## src/rtl/irq_ctrl_pkg.sv

```systemverilog
package irq_ctrl_pkg;
    typedef enum logic [1:0] {
        ST_IDLE     = 2'd0,
        ST_OFFER_HW = 2'd1,
        ST_OFFER_SW = 2'd2
    } ctl_state_t;
endpackage

```

## src/rtl/irq_src_regs.sv

```systemverilog
module irq_src_regs #(
    parameter int N_SRC = 8,
    parameter int LVL_W = 4
) (
    input  logic                             clk,
    input  logic                             rst_n,
    input  logic [N_SRC-1:0]                 set_i,
    input  logic                             we_i,
    input  logic [$clog2(N_SRC)-1:0]         waddr_i,
    input  logic [LVL_W+1:0]                 wdata_i,
    input  logic                             clr_i,
    input  logic [$clog2(N_SRC)-1:0]         clr_idx_i,
    output logic [N_SRC-1:0]                 req_o,
    output logic [N_SRC-1:0]                 en_o,
    output logic [N_SRC-1:0][LVL_W-1:0]      lvl_o
);
    for (genvar g = 0; g < N_SRC; g++) begin : g_src
        logic hit_wr;
        logic hit_clr;
        assign hit_wr  = we_i && (waddr_i == g);
        assign hit_clr = clr_i && (clr_idx_i == g);
        always_ff @(posedge clk or negedge rst_n) begin
            if (!rst_n) begin
                req_o[g] <= 1'b0;
                en_o[g]  <= 1'b0;
                lvl_o[g] <= '0;
            end else if (hit_wr) begin
                req_o[g] <= wdata_i[LVL_W+1];
                en_o[g]  <= wdata_i[LVL_W];
                lvl_o[g] <= wdata_i[LVL_W-1:0];
            end else begin
                req_o[g] <= set_i[g] | (req_o[g] & ~hit_clr);
            end
        end
    end
endmodule

```

## src/rtl/irq_arbiter.sv

```systemverilog
module irq_arbiter #(
    parameter int N_SRC = 8,
    parameter int LVL_W = 4
) (
    input  logic [N_SRC-1:0]             req_i,
    input  logic [N_SRC-1:0]             en_i,
    input  logic [N_SRC-1:0][LVL_W-1:0]  lvl_i,
    output logic                         valid_o,
    output logic [$clog2(N_SRC)-1:0]     idx_o,
    output logic [LVL_W-1:0]             lvl_o
);
    localparam int IDX_W = $clog2(N_SRC);

    always_comb begin
        valid_o = 1'b0;
        idx_o   = '0;
        lvl_o   = '0;
        for (int i = 0; i < N_SRC; i++) begin
            if (req_i[i] && en_i[i] && (lvl_i[i] != '0) && (lvl_i[i] > lvl_o)) begin
                valid_o = 1'b1;
                idx_o   = IDX_W'(i);
                lvl_o   = lvl_i[i];
            end
        end
    end
endmodule

```

## src/rtl/irq_lvl_stack.sv

```systemverilog
module irq_lvl_stack #(
    parameter int DEPTH = 16,
    parameter int LVL_W = 4
) (
    input  logic             clk,
    input  logic             rst_n,
    input  logic             push_i,
    input  logic             pop_i,
    input  logic [LVL_W-1:0] din_i,
    output logic [LVL_W-1:0] top_o,
    output logic             empty_o
);
    localparam int SP_W = $clog2(DEPTH + 1);

    logic [LVL_W-1:0] mem [DEPTH];
    logic [SP_W-1:0]  sp;

    assign empty_o = (sp == '0);
    assign top_o   = empty_o ? '0 : mem[sp - SP_W'(1)];

    always_ff @(posedge clk or negedge rst_n) begin
        if (!rst_n) begin
            sp <= '0;
        end else if (push_i) begin
            if (sp != SP_W'(DEPTH)) sp <= sp + SP_W'(1);
        end else if (pop_i && !empty_o) begin
            sp <= sp - SP_W'(1);
        end
    end

    always_ff @(posedge clk) begin
        if (push_i && (sp != SP_W'(DEPTH))) mem[sp[SP_W-1:0]] <= din_i;
    end
endmodule

```

## src/rtl/prio_irq_ctrl.sv

```systemverilog
module prio_irq_ctrl #(
    parameter int                N_SRC     = 8,
    parameter int                LVL_W     = 4,
    parameter int                STK_DEPTH = 16,
    parameter int                TRAP_W    = 8,
    parameter logic [TRAP_W-1:0] TRAP_BASE = 8'h10
) (
    input  logic                          clk,
    input  logic                          rst_n,
    input  logic [N_SRC-1:0]              src_req_i,
    input  logic                          reg_we_i,
    input  logic [$clog2(N_SRC)-1:0]      reg_addr_i,
    input  logic [LVL_W+1:0]              reg_wdata_i,
    output logic [LVL_W+1:0]              reg_rdata_o,
    input  logic                          sw_trap_i,
    input  logic [TRAP_W-1:0]             sw_num_i,
    input  logic                          ack_i,
    input  logic                          reti_i,
    output logic                          irq_o,
    output logic [TRAP_W-1:0]             trap_o,
    output logic [TRAP_W+1:0]             vec_o,
    output logic [LVL_W-1:0]              cur_lvl_o
);
    import irq_ctrl_pkg::*;

    localparam int IDX_W = $clog2(N_SRC);

    ctl_state_t state, state_nx;
    logic [IDX_W-1:0]               sel, sel_nx;
    logic [N_SRC-1:0]               req, en;
    logic [N_SRC-1:0][LVL_W-1:0]    lvl;
    logic                           arb_valid;
    logic [IDX_W-1:0]               arb_idx;
    logic [LVL_W-1:0]               arb_lvl;
    logic [LVL_W-1:0]               cur_lvl, stk_top, sel_lvl;
    logic                           stk_empty, sw_pend, sel_ok;
    logic [TRAP_W-1:0]              sw_num;
    logic                           take_hw, take_sw, do_pop;
    logic                           st_idle, st_hw, st_sw;

    irq_src_regs #(.N_SRC(N_SRC), .LVL_W(LVL_W)) u_regs (
        .clk       (clk),
        .rst_n     (rst_n),
        .set_i     (src_req_i),
        .we_i      (reg_we_i),
        .waddr_i   (reg_addr_i),
        .wdata_i   (reg_wdata_i),
        .clr_i     (take_hw),
        .clr_idx_i (sel),
        .req_o     (req),
        .en_o      (en),
        .lvl_o     (lvl)
    );

    irq_arbiter #(.N_SRC(N_SRC), .LVL_W(LVL_W)) u_arb (
        .req_i   (req),
        .en_i    (en),
        .lvl_i   (lvl),
        .valid_o (arb_valid),
        .idx_o   (arb_idx),
        .lvl_o   (arb_lvl)
    );

    irq_lvl_stack #(.DEPTH(STK_DEPTH), .LVL_W(LVL_W)) u_stk (
        .clk     (clk),
        .rst_n   (rst_n),
        .push_i  (take_hw | take_sw),
        .pop_i   (do_pop),
        .din_i   (cur_lvl),
        .top_o   (stk_top),
        .empty_o (stk_empty)
    );

    assign st_idle = (state == ST_IDLE);
    assign st_hw   = (state == ST_OFFER_HW);
    assign st_sw   = (state == ST_OFFER_SW);
    assign take_hw = st_hw && ack_i;
    assign take_sw = st_sw && ack_i;
    assign do_pop  = reti_i && !ack_i;
    assign sel_lvl = lvl[sel];
    assign sel_ok  = req[sel] && en[sel] && (sel_lvl > cur_lvl);
    assign reg_rdata_o = {req[reg_addr_i], en[reg_addr_i], lvl[reg_addr_i]};

    // state register
    always_ff @(posedge clk or negedge rst_n) begin
        if (!rst_n) begin
            state <= ST_IDLE;
            sel   <= '0;
        end else begin
            state <= state_nx;
            sel   <= sel_nx;
        end
    end

    // next-state logic
    always_comb begin
        state_nx = state;
        sel_nx   = sel;
        unique case (state)
            ST_IDLE: begin
                if (sw_pend) begin
                    state_nx = ST_OFFER_SW;
                end else if (arb_valid && (arb_lvl > cur_lvl)) begin
                    state_nx = ST_OFFER_HW;
                    sel_nx   = arb_idx;
                end
            end
            ST_OFFER_HW: begin
                if (ack_i || !sel_ok) state_nx = ST_IDLE;
            end
            ST_OFFER_SW: begin
                if (ack_i) state_nx = ST_IDLE;
            end
            default: state_nx = ST_IDLE;
        endcase
    end

    // outputs
    always_comb begin
        irq_o  = 1'b0;
        trap_o = TRAP_BASE + TRAP_W'(sel);
        unique case (state)
            ST_IDLE:     irq_o = 1'b0;
            ST_OFFER_HW: irq_o = 1'b1;
            ST_OFFER_SW: begin
                irq_o  = 1'b1;
                trap_o = sw_num;
            end
            default:     irq_o = 1'b0;
        endcase
        vec_o = {trap_o, 2'b00};
    end

    // service level and software trap holding
    always_ff @(posedge clk or negedge rst_n) begin
        if (!rst_n) begin
            cur_lvl <= '0;
            sw_pend <= 1'b0;
            sw_num  <= '0;
        end else begin
            if (take_hw)     cur_lvl <= sel_lvl;
            else if (do_pop) cur_lvl <= stk_top;
            if (sw_trap_i && !sw_pend) begin
                sw_pend <= 1'b1;
                sw_num  <= sw_num_i;
            end else if (take_sw) begin
                sw_pend <= 1'b0;
            end
        end
    end

    assign cur_lvl_o = cur_lvl;
endmodule

```

## config.mk

```make
export PLATFORM = sky130hd
export DESIGN_NAME = prio_irq_ctrl
export DESIGN_NICKNAME = d
export VERILOG_FILES = /design/src/rtl/irq_ctrl_pkg.sv /design/src/rtl/irq_src_regs.sv /design/src/rtl/irq_arbiter.sv /design/src/rtl/irq_lvl_stack.sv /design/src/rtl/prio_irq_ctrl.sv
export SDC_FILE = /design/constraint.sdc
export NUM_CORES = 1
export LEC_CHECK = 0
export BUFFER_PORTS_ARGS = -buffer_cell sky130_fd_sc_hd__buf_2
export CAP_MARGIN = 10
export CORE_ASPECT_RATIO = 2
export CORE_MARGIN = 8
export CORE_UTILIZATION = 60
export DETAILED_ROUTE_END_ITERATION = 8
export PLACE_DENSITY_LB_ADDON = 0.05
export SYNTH_ARGS = -nofsm -noshare
export SYNTH_HDL_FRONTEND = slang
export SYNTH_SLANG_ARGS = --single-unit
```

## constraint.sdc

```tcl
create_clock -name clk -period 17.53 [get_ports clk]
set_clock_uncertainty 0.2 [all_clocks]
set_input_delay 2.6295 -clock clk [delete_from_list [all_inputs] [get_ports clk]]
set_output_delay 2.6295 -clock clk [all_outputs]
set_load 0.1 [all_outputs]
```

* Yosys cells after proc, flatten, opt, wreduce, memory -nomap -nowiden
Memories as Yosys holds them, arrays and structs flattened. Cells that the tools add are included.
Storage, ports and cells: latch bits 0, memories kept 1, bits in read-only memories 0, input bits 31, output and inout bits 29, bits in registers 71, word-level logic and storage cells 226, bits in writable memories 64
Memory list:
- u_stk.mem | words 16, bits a word 4, read ports 1, clocked after Yosys merged registers in 0, write ports 1, line irq_lvl_stack.sv:15 | logic [LVL_W-1:0] mem [DEPTH];
Cells by class: reduce and logical (&&, ||, !) cells 73, $add $sub $neg 3, shift-type cells 0, divide/modulo/power cells 0, multipliers 0, bitwise operators 26, equality and inequality tests 21, $lt $le $gt $ge 12, multiplexer cells 60
Operators with widths (count):
- 4-bit 2-to-1 mux | 13
- 1-bit logical AND | 49
- 4-bit greater-than comparator | 9
- 4-bit nonzero test | 8
- 1-bit 2-to-1 mux | 26
- 4-bit binary-select mux with 3-bit select | 2
- 3-bit equality test (second input constant) | 8
- 5-bit 2-to-1 mux | 3
- 1-bit binary-select mux with 3-bit select | 4
- 3-bit by 2-bit equality test with 1-bit output (second input constant) | 4
- 2-bit 2-to-1 mux | 6
- 3-bit 2-to-1 mux | 4
- 1-bit inverter | 9
- 1-bit bitwise OR | 9
- 1-bit bitwise AND | 8
- 3-bit by 4-bit less-than comparator with 1-bit output (second input constant) | 2
- 8-bit 2-to-1 mux | 1
- 5-bit by 3-bit adder with 6-bit output (first input constant) | 1
- 3-bit by 1-bit equality test with 1-bit output (second input constant) | 2
- 3-bit zero test | 2
- 2-bit one-hot mux with 3 select lines | 1
- 3-bit AND reduction | 2
- 2-bit nonzero test | 3
- 5-bit by 1-bit adder with 5-bit output (second input constant) | 1
- 14 further kinds | 18

* Depth between registers and ports, before layout
Gate-level depths: netlist of the first run.
depth in word-level cells 30, depth in mapped cells 72, gate-level depth less buffers 70

* Modules after synthesis
Synthesis of the first run repeated with hierarchy kept, for this count alone.
Second synthesis, totals: cell total of the unflattened synthesis 690, area, all modules 8339.2 um^2
By module, submodules not included:
- irq_lvl_stack | area each 2899.0 um^2, instances 1, sequential area each 2047.0 um^2, cells an instance 158
- irq_src_regs | area each 1969.4 um^2, instances 1, sequential area each 1201.2 um^2, cells an instance 139
- prio_irq_ctrl | area each 1911.8 um^2, instances 1, sequential area each 450.4 um^2, cells an instance 168
- irq_arbiter | area each 1559.0 um^2, instances 1, sequential area each 0.0 um^2, cells an instance 225

* Least setup slack after synthesis of the first run
No wires, ideal clock.
path type flip-flop to flip-flop, from reg u_regs.req_o[0], to reg sel[1], path buffers 3, period minus slack after synthesis 12.724 ns, library setup time 0.125 ns, path slack 4.806 ns, cell stages (with the launch flop) 63, data arrival time 12.398 ns, required time 17.205 ns, cells stage by stage dfrtp_1 -> and3_1 -> inv_1 -> ha_1 -> nand4_1 -> nand3_1 -> a211oi_1 -> nand2_1 -> o21ai_0 -> inv_1 -> ha_1 -> nor2b_1 -> o31a_1 -> o21ai_1 -> nor3_1 -> mux2_4 -> o21ai_0 -> inv_1 -> [... 27 more ...] -> clkbuf_1 -> mux2_4 -> ha_1 -> and4_1 -> or4_1 -> clkbuf_1 -> and2_1 -> clkbuf_1 -> a21oi_1 -> ha_1 -> nor2b_1 -> o21ai_0 -> nand2b_1 -> a21oi_1 -> a41o_1 -> a31o_1 -> or3b_4 -> mux2_4
Between the ends: word-level cells in the longest chain between the ends 28, elaborated cells between the ends (all ways) 42, those cells by class 8 x order compare; 22 x mux; 12 x reduce/logical
RTL lines:
- start, declared | line irq_src_regs.sv:13 | output logic [N_SRC-1:0] req_o,
- start signal, assigned by index | line irq_src_regs.sv:28 | req_o[g] <= wdata_i[LVL_W+1];
- start signal, assigned by index | line irq_src_regs.sv:32 | req_o[g] <= set_i[g] | (req_o[g] & ~hit_clr);
- 1-bit logical AND (*) (3 in series) | line irq_arbiter.sv:19 | if (req_i[i] && en_i[i] && (lvl_i[i] != '0) && (lvl_i[i] > lvl_o)) begin
- 4-bit 2-to-1 mux | line irq_arbiter.sv:19
- 4-bit greater-than comparator | line irq_arbiter.sv:19
- 1-bit logical AND | line irq_arbiter.sv:19
- 4-bit 2-to-1 mux | line irq_arbiter.sv:19
- 4-bit greater-than comparator | line irq_arbiter.sv:19
- 1-bit logical AND | line irq_arbiter.sv:19
- 4-bit 2-to-1 mux | line irq_arbiter.sv:19
- [... 10 more ...]
- 1-bit logical AND | line irq_arbiter.sv:19
- 4-bit 2-to-1 mux | line irq_arbiter.sv:19
- 4-bit greater-than comparator | line irq_arbiter.sv:19
- 1-bit logical AND | line irq_arbiter.sv:19
- 4-bit 2-to-1 mux | line irq_arbiter.sv:19
- 4-bit greater-than comparator | line prio_irq_ctrl.sv:103 | end else if (arb_valid && (arb_lvl > cur_lvl)) begin
- 1-bit logical AND | line prio_irq_ctrl.sv:103
- 3-bit AND reduction (no line)
- end signal, assigned | line prio_irq_ctrl.sv:91 | sel <= sel_nx;
- end, declared | line prio_irq_ctrl.sv:29 | logic [IDX_W-1:0] sel, sel_nx;
Mark *: on every way between the ends. The rest lies on a longest branch, timed or not. A chain may end at the register's enable or synchronous reset.

* Worst setup path after layout of the first run
from reg u_regs.req_o[0], to reg sel[2]
Same word-level chain as after synthesis.

==> flow_metrics.env, run 1 <==
export IMPL_core_area_um2=13290
export IMPL_ys_seq_area_share_pct=45.96
export IMPL_criticalPathCategory="reg -> reg"
export IMPL_grt_use_total_pct=22.81
export IMPL_hp_class="reg -> reg"
export IMPL_setup_viol=0
export IMPL_synth_top_area_share_pct=23.88
export IMPL_routedWlPerCell_um=21.70
export IMPL_vias=5765
export IMPL_avgSynthCellArea_um2=11.92
export IMPL_drt_first_pass_iters=5
export IMPL_crit_fanout=10
export IMPL_synth_edf_count=64
export IMPL_grt_util_met2_pct=36.27
export IMPL_clk_path_buf_depth=2
export IMPL_setup_tns_ns=0
export IMPL_place_ws_ns=3.479
export IMPL_layout_drive_gt1_share_pct=28.14
export IMPL_dpl_hpwl_um=14100
export IMPL_cts_resized=0
export IMPL_startpoint_type="flip-flop"
export IMPL_htreeDepth=4
export IMPL_ant_nets=0
export IMPL_syn_inst=675
export IMPL_cpPeakStageDelay_ns=0.66
export IMPL_worstSkewPairLatency_ns=0.42
export IMPL_setup_slack_ns=3.428
export IMPL_timing_fmax_mhz=70.91
export IMPL_numCtsBuffers=17
export IMPL_grt_start_max_net_pins=72
export IMPL_area_growth_pct=11.38
export IMPL_first_iter_violations=520
export IMPL_tightest_slew_ns=1.208
export IMPL_ys_flop_type="dfrtp_1"
export IMPL_ios=60
export IMPL_synthArstFlopShare_pct=52.59
export IMPL_cpMostUsedCell="ha_1"
export IMPL_gp_congestion=0.9239
export IMPL_cap_violations=0
export IMPL_slew_viol_final=0
export IMPL_remaining_drc_errors=0
export IMPL_worstPathRequired_ns=17.62
export IMPL_slew_headroom_pct=19.28
export IMPL_grt_pass1_wl_um=31910
export IMPL_grt_overflow=0
export IMPL_clk_pin_slew_ns=0.06
export IMPL_grt_util_met1_pct=31.64
export IMPL_num_antenna_cells=0
export IMPL_routed_wl_um=19250
export IMPL_fin_crit_sh_pct=80.44
export IMPL_end_kind="flip-flop"
export IMPL_path_buf_inv=4
export IMPL_synth_area_leaders="edfxtp_1 (24%), dfrtp_1 (22%), mux4_2 (11%)"
export IMPL_tritoncts="built"
export IMPL_post_cts_buffers=0
export IMPL_crit_family="simple AND/OR/NAND/NOR gates"
export IMPL_fp_dieH_um=179.8
export IMPL_synth_top_area_cell="edfxtp_1"
export IMPL_top_usage_layer="met2"
export IMPL_hold_violations=0
export IMPL_port_buffers=57
export IMPL_hold_buffers=0
export IMPL_slowest_stage="or4_1"
export IMPL_floorplan_initialDensity_pct=60.56
export IMPL_ys_seq_elements=135
export IMPL_avgViaCountPerCell=6.499
export IMPL_grt_use_met3_pct=3.947
export IMPL_r2r_slack_ns=3.43
export IMPL_die_area_um2=17600
export IMPL_status="finished clean"
export IMPL_fin_crit_ns=14.10
export IMPL_ys_types=66
export IMPL_crit_arrival_ns=14.19
export IMPL_antenna_found_initial=0
export IMPL_cts_root_buffer="clkbuf_16"
export IMPL_num_rows=60
export IMPL_clkSinkCount=135
export IMPL_synth_warnings=0
export IMPL_fin_nets=789
export IMPL_rsz0062_at_grt="no"
export IMPL_grt_pass1_vias=5940
export IMPL_synth_area_um2=8046
export IMPL_fp_dieW_um=97.89
-- area by class of cell --
| class | count | area, µm² |
|---|---|---|
| repair buffers | 61 | 317.8 |
| flip-flops and latches | 135 | 3699 |
| well taps | 155 | 193.9 |
| clock inverters | 15 | 155.1 |
| multi-input cells | 471 | 4048 |
| inverters | 33 | 123.9 |
| fillers | 988 | 4325 |
| clock buffers | 17 | 425.4 |
-- flip-flops by register name, summed over array words and instances, names as in the netlist --
name          count
cur_lvl_o         4
sel               3
state             2
sw_num            8
sw_pend           1
u_regs.en_o       8
u_regs.lvl_o     32
u_regs.req_o      8
u_stk.mem        64
u_stk.sp          5
-- per-stage QoR --
step                utilization [%]  hold slack, ns  cell area, µm²  cells
finish                        67.45          0.2993            8962    887
detailed placement            63.08          0.2891            8382    855
CTS                           67.45          0.3030            8962    887
floorplan                         -          0.2716            8050    676
global placement              63.08          0.2804            8382    855
global route                  67.45          0.3139            8962    887
-- cell families after synthesis --
family	count (synthesis)	synth area share, %
DFF	135	45.96
AOI/OAI and AO/OA	118	9.470
buffers and inverters	70	3.779
other	1	0.04660
and+or+nand+nor	192	12.18
adders and majority gates	40	6.204
muxes	113	21.71
xor gates and xnor gates	6	0.6531
-- cell usage after synthesis, drive strengths merged, types with 3 or more instances --
| cell type | n |
|---|---|
| clkbuf | 22 |
| nor2b | 10 |
| dfrtp | 71 |
| o21ai | 44 |
| nand3 | 23 |
| nand2b | 9 |
| nor4 | 7 |
| a31oi | 6 |
| or3 | 4 |
| a21o | 5 |
| nor2 | 34 |
| mux2i | 11 |
| nand4b | 3 |
| o22ai | 4 |
| nand4 | 6 |
| and2 | 14 |
| a21oi | 24 |
| nand2 | 49 |
| and3 | 13 |
| nor3 | 9 |
| xnor2 | 4 |
| mux2 | 61 |
| a211oi | 5 |
| inv | 33 |
| mux4 | 41 |
| edfxtp | 64 |
| o211ai | 4 |
| buf | 15 |
| ha | 39 |
-- per-layer routing --
metal	part of all wire [%]	wire length, µm
met1	44	8563
met3	5.7	1106
met5	0	0
met2	49	9385
met4	1.0	197
-- cells in the final DEF, fill, tap and decap left out, drive strengths merged, types with 17 or more instances in the layout --
| cell type | synthesis | routed |
|---|---|---|
| dfrtp | 71 | 71 |
| edfxtp | 64 | 64 |
| buf | 15 | 61 |
| mux2 | 61 | 61 |
| nand2 | 49 | 49 |
| o21ai | 44 | 44 |
| inv | 33 | 42 |
| mux4 | 41 | 41 |
| ha | 39 | 39 |
| nor2 | 34 | 34 |
| a21oi | 24 | 24 |
| nand3 | 23 | 23 |
| clkbuf | 22 | 17 |
-- worst paths after layout --
check / start / to / cells after the start
min reg2reg: sw_num[5]$_DFFE_PN0P_ / sw_num[5]$_DFFE_PN0P_ / 1
min: sw_num[5]$_DFFE_PN0P_ / sw_num[5]$_DFFE_PN0P_ / 1
min in group asynchronous: rst_n / u_regs.en_o[1]$_DFFE_PN0P_ / 1
max in group asynchronous: rst_n / u_regs.lvl_o[28]$_DFFE_PN0P_ / 1
max reg2reg: u_regs.req_o[0]$_DFF_PN0_ / sel[2]$_DFFE_PN0P_ / 60
max: u_regs.req_o[0]$_DFF_PN0_ / sel[2]$_DFFE_PN0P_ / 60
Power of run 1 is not shown: default switching activity piles up to over one toggle a cycle in this logic, so the estimate is an artifact.
==> inputs of run 2 (changes only) <==
==> constraint.sdc (replaced) <==
create_clock -name clk -period 13.3 [get_ports clk]
set_clock_uncertainty 0.2 [all_clocks]
set_input_delay 1.995 -clock clk [delete_from_list [all_inputs] [get_ports clk]]
set_output_delay 1.995 -clock clk [all_outputs]
set_load 0.1 [all_outputs]
==> flow_metrics.env, run 2 (synthesis gave the netlist of run 1 again) <==
export IMPL_status="finished clean"
export IMPL_mostFrequentLayoutCells="dfrtp_1 (69), edfxtp_1 (64), buf_2 (56), mux2_2 (54), nand2_1 (48)"
export IMPL_area_growth_pct=16.89
export IMPL_num_antenna_cells=0
export IMPL_clkSinkCount=135
export IMPL_seqCellArea_um2=3701
export IMPL_multiInputGateArea_um2=4308
export IMPL_drt_first_pass_iters=5
export IMPL_core_area_um2=13290
export IMPL_criticalPathCategory="reg -> reg"
export IMPL_routedWlPerCell_um=22.26
export IMPL_ant_nets=0
export IMPL_vias=5967
export IMPL_numCtsBuffers=17
export IMPL_routed_wl_um=20280
export IMPL_setup_worst_path_start="u_regs.en_o[0]$_DFFE_PN0P_"
export IMPL_cts_root_buffer="clkbuf_16"
export IMPL_first_iter_violations=503
export IMPL_die_area_um2=17600
export IMPL_fin_crit_ns=12.97
export IMPL_timing_fmax_mhz=77.13
export IMPL_clk_pin_slew_ns=0.06
export IMPL_floorplan_initialDensity_pct=60.56
export IMPL_hold_ws_ns=0.3022
export IMPL_tightest_slew_ns=1.160
export IMPL_layout_drive_gt1_share_pct=35.05
export IMPL_setup_slack_ns=0.3344
export IMPL_avgViaCountPerCell=6.550
export IMPL_cpPeakStageDelay_ns=0.61
export IMPL_port_buffers=57
export IMPL_worstSkewPairLatency_ns=0.42
export IMPL_cpMostUsedCell="ha_1"
export IMPL_fin_crit_sh_pct=97.49
export IMPL_fp_dieW_um=97.89
export IMPL_slew_viol_final=0
export IMPL_largest_reg_flops=64
export IMPL_ios=60
export IMPL_grt_start_max_net_pins=72
export IMPL_dpl_hpwl_um=14200
export IMPL_gp_congestion=0.8775
export IMPL_crit_fanout=8
export IMPL_fin_nets=813
export IMPL_grt_pass1_vias=5887
export IMPL_startpoint_type="flip-flop"
export IMPL_setup_tns_ns=0
export IMPL_fp_dieH_um=179.8
export IMPL_grt_use_total_pct=22.74
export IMPL_grt_overflow=0
export IMPL_crit_arrival_ns=13.07
export IMPL_num_rows=60
export IMPL_worstPathRequired_ns=13.40
export IMPL_hold_violations=0
export IMPL_htreeDepth=4
export IMPL_slowest_stage="or4_4"
export IMPL_slew_headroom_pct=22.47
export IMPL_hp_class="reg -> reg"
export IMPL_min_from="sw_num[4]$_DFFE_PN0P_"
export IMPL_end_kind="flip-flop"
export IMPL_setup_viol=0
export IMPL_cap_violations=0
export IMPL_tritoncts="built"
export IMPL_hold_buffers=0
export IMPL_layout_commonest_cell="dfrtp_1"
export IMPL_antenna_found_initial=0
export IMPL_place_ws_ns=-0.1449
export IMPL_nFillCells=953
export IMPL_r2r_start="u_regs.en_o[0]$_DFFE_PN0P_"
export IMPL_clk_path_buf_depth=2
export IMPL_remaining_drc_errors=0
export IMPL_grt_pass1_wl_um=31190
run 2: worst max-delay path, delay by kind of cell, from the launching register on:
kind | cells | cell delay, ns
AO/OA/AOI/OAI | 22 | 4.09
AND/OR/NAND/NOR | 17 | 3.49
adder cells (fa/ha/maj) | 8 | 2.09
multiplexers | 6 | 1.74
buffers and inverters | 8 | 0.85
flip-flops | 1 | 0.40
run 2: repair_timing:
item,in CTS,in global routing
pin swaps,0,18
gates resized for setup,4,52
endpoints found under the hold margin,0,0
cloned,0,1
setup buffers,0,14
setup endpoints to repair,2,5
run 2: layout make-up:
type / count / area share (%)
clock buffers: 17 / 4.523
clock inverters: 15 / 1.729
inverters: 33 / 1.317
multi-input cells: 472 / 45.80
flip-flops and latches: 135 / 39.35
well taps: 155 / 2.062
repair buffers: 84 / 5.215
run 2: per-layer routing:
layer	wire length, µm	global-route usage [%]	share of wire [%]	vias to the layer above
met3	1020	3.328	5.0	43
met2	9679	35.60	48	243
met5	0	0	0	-
met1	8942	30.49	44	2975
met4	633	10.38	3.1	0
li1	-	-	-	2706
run 2: final timing paths:
| kind | endpoint | slack [ns] | depth (start not counted) |
|---|---|---|---|
| worst max-delay path | sel[2]$_DFFE_PN0P_ | 0.33 | 61 |
| worst min-delay path | sw_num[4]$_DFFE_PN0P_ | 0.30 | 1 |
| worst max register to register | sel[2]$_DFFE_PN0P_ | 0.33 | 61 |
| worst min register to register | sw_num[4]$_DFFE_PN0P_ | 0.30 | 1 |
| max in group asynchronous | u_regs.req_o[0]$_DFF_PN0_ | 10.76 | 1 |
| min in group asynchronous | u_regs.lvl_o[5]$_DFFE_PN0P_ | 1.50 | 1 |
run 2: stage by stage:
stage | cell area, µm² | std cells | utilization, %
2_1_floorplan | 8050 | 676 | -
3_3_place_gp | 8449 | 864 | 63.59
3_5_place_dp | 8449 | 864 | 63.59
4_1_cts | 9052 | 896 | 68.13
5_1_grt | 9405 | 911 | 70.78
6_report | 9405 | 911 | 70.78
Power of run 2 is left out for the same reason.
==> inputs of run 3 (changes only) <==
--- a/config.mk
+++ b/config.mk
@@ -7,9 +7,8 @@
 export LEC_CHECK = 0
 export BUFFER_PORTS_ARGS = -buffer_cell sky130_fd_sc_hd__buf_2
 export CAP_MARGIN = 10
-export CORE_ASPECT_RATIO = 2
 export CORE_MARGIN = 8
-export CORE_UTILIZATION = 60
+export CORE_UTILIZATION = 50
 export DETAILED_ROUTE_END_ITERATION = 8
 export PLACE_DENSITY_LB_ADDON = 0.05
 export SYNTH_ARGS = -nofsm -noshare
==> flow_metrics.env, run 3 (synthesis gave the netlist of run 1 again) <==
export IMPL_status="finished clean"
export IMPL_num_antenna_cells=0
export IMPL_slowest_stage="or4_4"
export IMPL_cpMostUsedCell="ha_1"
export IMPL_grt_use_total_pct=22.75
export IMPL_clk_pin_slew_ns=0.06
export IMPL_clkSinkCount=135
export IMPL_antenna_found_initial=0
export IMPL_crit_family="simple AND/OR/NAND/NOR gates"
export IMPL_fin_crit_ns=12.93
export IMPL_multiInputGateArea_um2=4304
export IMPL_r2r_start="u_regs.req_o[0]$_DFF_PN0_"
export IMPL_floorplan_initialDensity_pct=50.84
export IMPL_crit_fanout=7
export IMPL_hp_class="reg -> reg"
export IMPL_slew_viol_final=0
export IMPL_cpPeakStageDelay_ns=0.58
export IMPL_largest_reg_flops=64
export IMPL_criticalPathCategory="reg -> reg"
export IMPL_area_growth_pct=18.88
export IMPL_fp_dieH_um=142.9
export IMPL_ant_nets=0
export IMPL_hold_buffers=0
export IMPL_r2r_slack_ns=0.37
export IMPL_routed_wl_um=22450
export IMPL_clk_path_buf_depth=2
export IMPL_tightest_slew_ns=1.115
export IMPL_layout_drive_gt1_share_pct=36.06
export IMPL_min_from="sw_num[6]$_DFFE_PN0P_"
export IMPL_path_buf_inv=6
export IMPL_worstHoldEndpoint="sw_num[6]$_DFFE_PN0P_"
export IMPL_grt_start_max_net_pins=72
export IMPL_fin_crit_sh_pct=97.24
export IMPL_routed_wl_met3_um=1220
export IMPL_num_rows=46
export IMPL_place_area_um2=8623
export IMPL_die_area_um2=20410
export IMPL_highest_layer="met4"
export IMPL_wl_met1_um=8897
export IMPL_first_iter_violations=407
export IMPL_cts_root_buffer="clkbuf_16"
export IMPL_grt_pass1_wl_um=34780
export IMPL_layout_commonest_cell="dfrtp_1"
export IMPL_grt_overflow=0
export IMPL_routedWlPerCell_um=22.74
export IMPL_crit_arrival_ns=13.04
export IMPL_remaining_drc_errors=0
export IMPL_nFillCells=1295
export IMPL_core_area_um2=15830
export IMPL_worstSkewPairLatency_ns=0.43
export IMPL_drt_first_pass_iters=5
export IMPL_numCtsBuffers=17
export IMPL_ios=60
export IMPL_fin_area_um2=9565
export IMPL_whs_path_depth=1
export IMPL_gp_congestion=0.8979
export IMPL_end_kind="flip-flop"
export IMPL_tritoncts="built"
export IMPL_mostFrequentLayoutCells="dfrtp_1 (69), edfxtp_1 (64), buf_2 (56), mux2_2 (54), nand2_1 (49)"
export IMPL_vias=5954
export IMPL_dpl_hpwl_um=16500
export IMPL_timing_fmax_mhz=77.32
export IMPL_htreeDepth=4
export IMPL_worstPathRequired_ns=13.41
export IMPL_hold_violations=0
export IMPL_startpoint_type="flip-flop"
export IMPL_seqCellArea_um2=3701
export IMPL_fin_nets=828
export IMPL_r2r_end="sel[2]$_DFFE_PN0P_"
export IMPL_cap_violations=0
export IMPL_wl_met2_um=11850
export IMPL_avgViaCountPerCell=6.032
export IMPL_slew_headroom_pct=25.53
export IMPL_setup_viol=0
export IMPL_grt_pass1_vias=6085
export IMPL_port_buffers=57
export IMPL_fp_dieW_um=142.9
export IMPL_reg2reg_depth=60
==> run 3: through the flow <==
step | hold WS [ns] | std cells | utilization [%] | TNS (ns) | setup slack (ns)
after floorplan | 0.2716 | 676 | - | 0 | 0.5765
after global placement | 0.2812 | 938 | 54.48 | 0 | 0.1008
after detailed placement | 0.2876 | 938 | 54.48 | -0.4222 | -0.2085
after CTS | 0.3012 | 971 | 58.13 | 0 | 0.03655
after global routing | 0.3155 | 987 | 60.43 | -0.1750 | -0.08770
final | 0.2961 | 987 | 60.43 | 0 | 0.3672
==> run 3: area by class of cell <==
cell class,instances,share of cell area [%]
Multi-Input combinational cell,471,45.00
Sequential cell,135,38.69
Timing Repair Buffer,100,6.383
Clock buffer,19,4.526
Tap cell,216,2.825
Inverter,33,1.295
Clock inverter,13,1.282
==> run 3: worst max path at each step <==
stage / start / cells past startpoint / slack (ns) / end
6_report: u_regs.req_o[0]$_DFF_PN0_ / 60 / 0.37 / sel[2]$_DFFE_PN0P_
5_1_grt: u_regs.en_o[0]$_DFFE_PN0P_ / 64 / -0.09 / sel[2]$_DFFE_PN0P_
4_1_cts: u_regs.en_o[0]$_DFFE_PN0P_ / 59 / 0.04 / sel[2]$_DFFE_PN0P_
3_5_place_dp: u_regs.en_o[0]$_DFFE_PN0P_ / 60 / -0.21 / sel[2]$_DFFE_PN0P_
3_3_place_gp: u_regs.en_o[0]$_DFFE_PN0P_ / 60 / 0.10 / sel[2]$_DFFE_PN0P_
2_1_floorplan: u_regs.req_o[0]$_DFF_PN0_ / 62 / 0.58 / sel[1]$_DFFE_PN0P_
==> run 3: worst reg2reg max path: cells and delay by family, from the launching register on <==
kind,cells,cell delay [ns]
AOI/OAI and AO/OA,18,2.91
adders and majority gates,9,2.52
buffers and inverters,6,0.73
DFF,1,0.43
muxes,7,2.10
and+or+nand+nor,20,3.93
==> run 3: metal layers <==
metal | global-route usage (%) | vias to the layer above
met5 | 0 | -
met4 | 8.166 | 0
met3 | 4.240 | 35
met2 | 40.03 | 215
met1 | 27.28 | 2992
li1 | - | 2712
==> run 3: repair_timing <==
item / CTS / global route
resized for setup: 5 / 51
setup endpoints to repair: 3 / 5
pin swaps: 0 / 19
buffers inserted: 1 / 16
Power of run 3 is left out for the same reason.
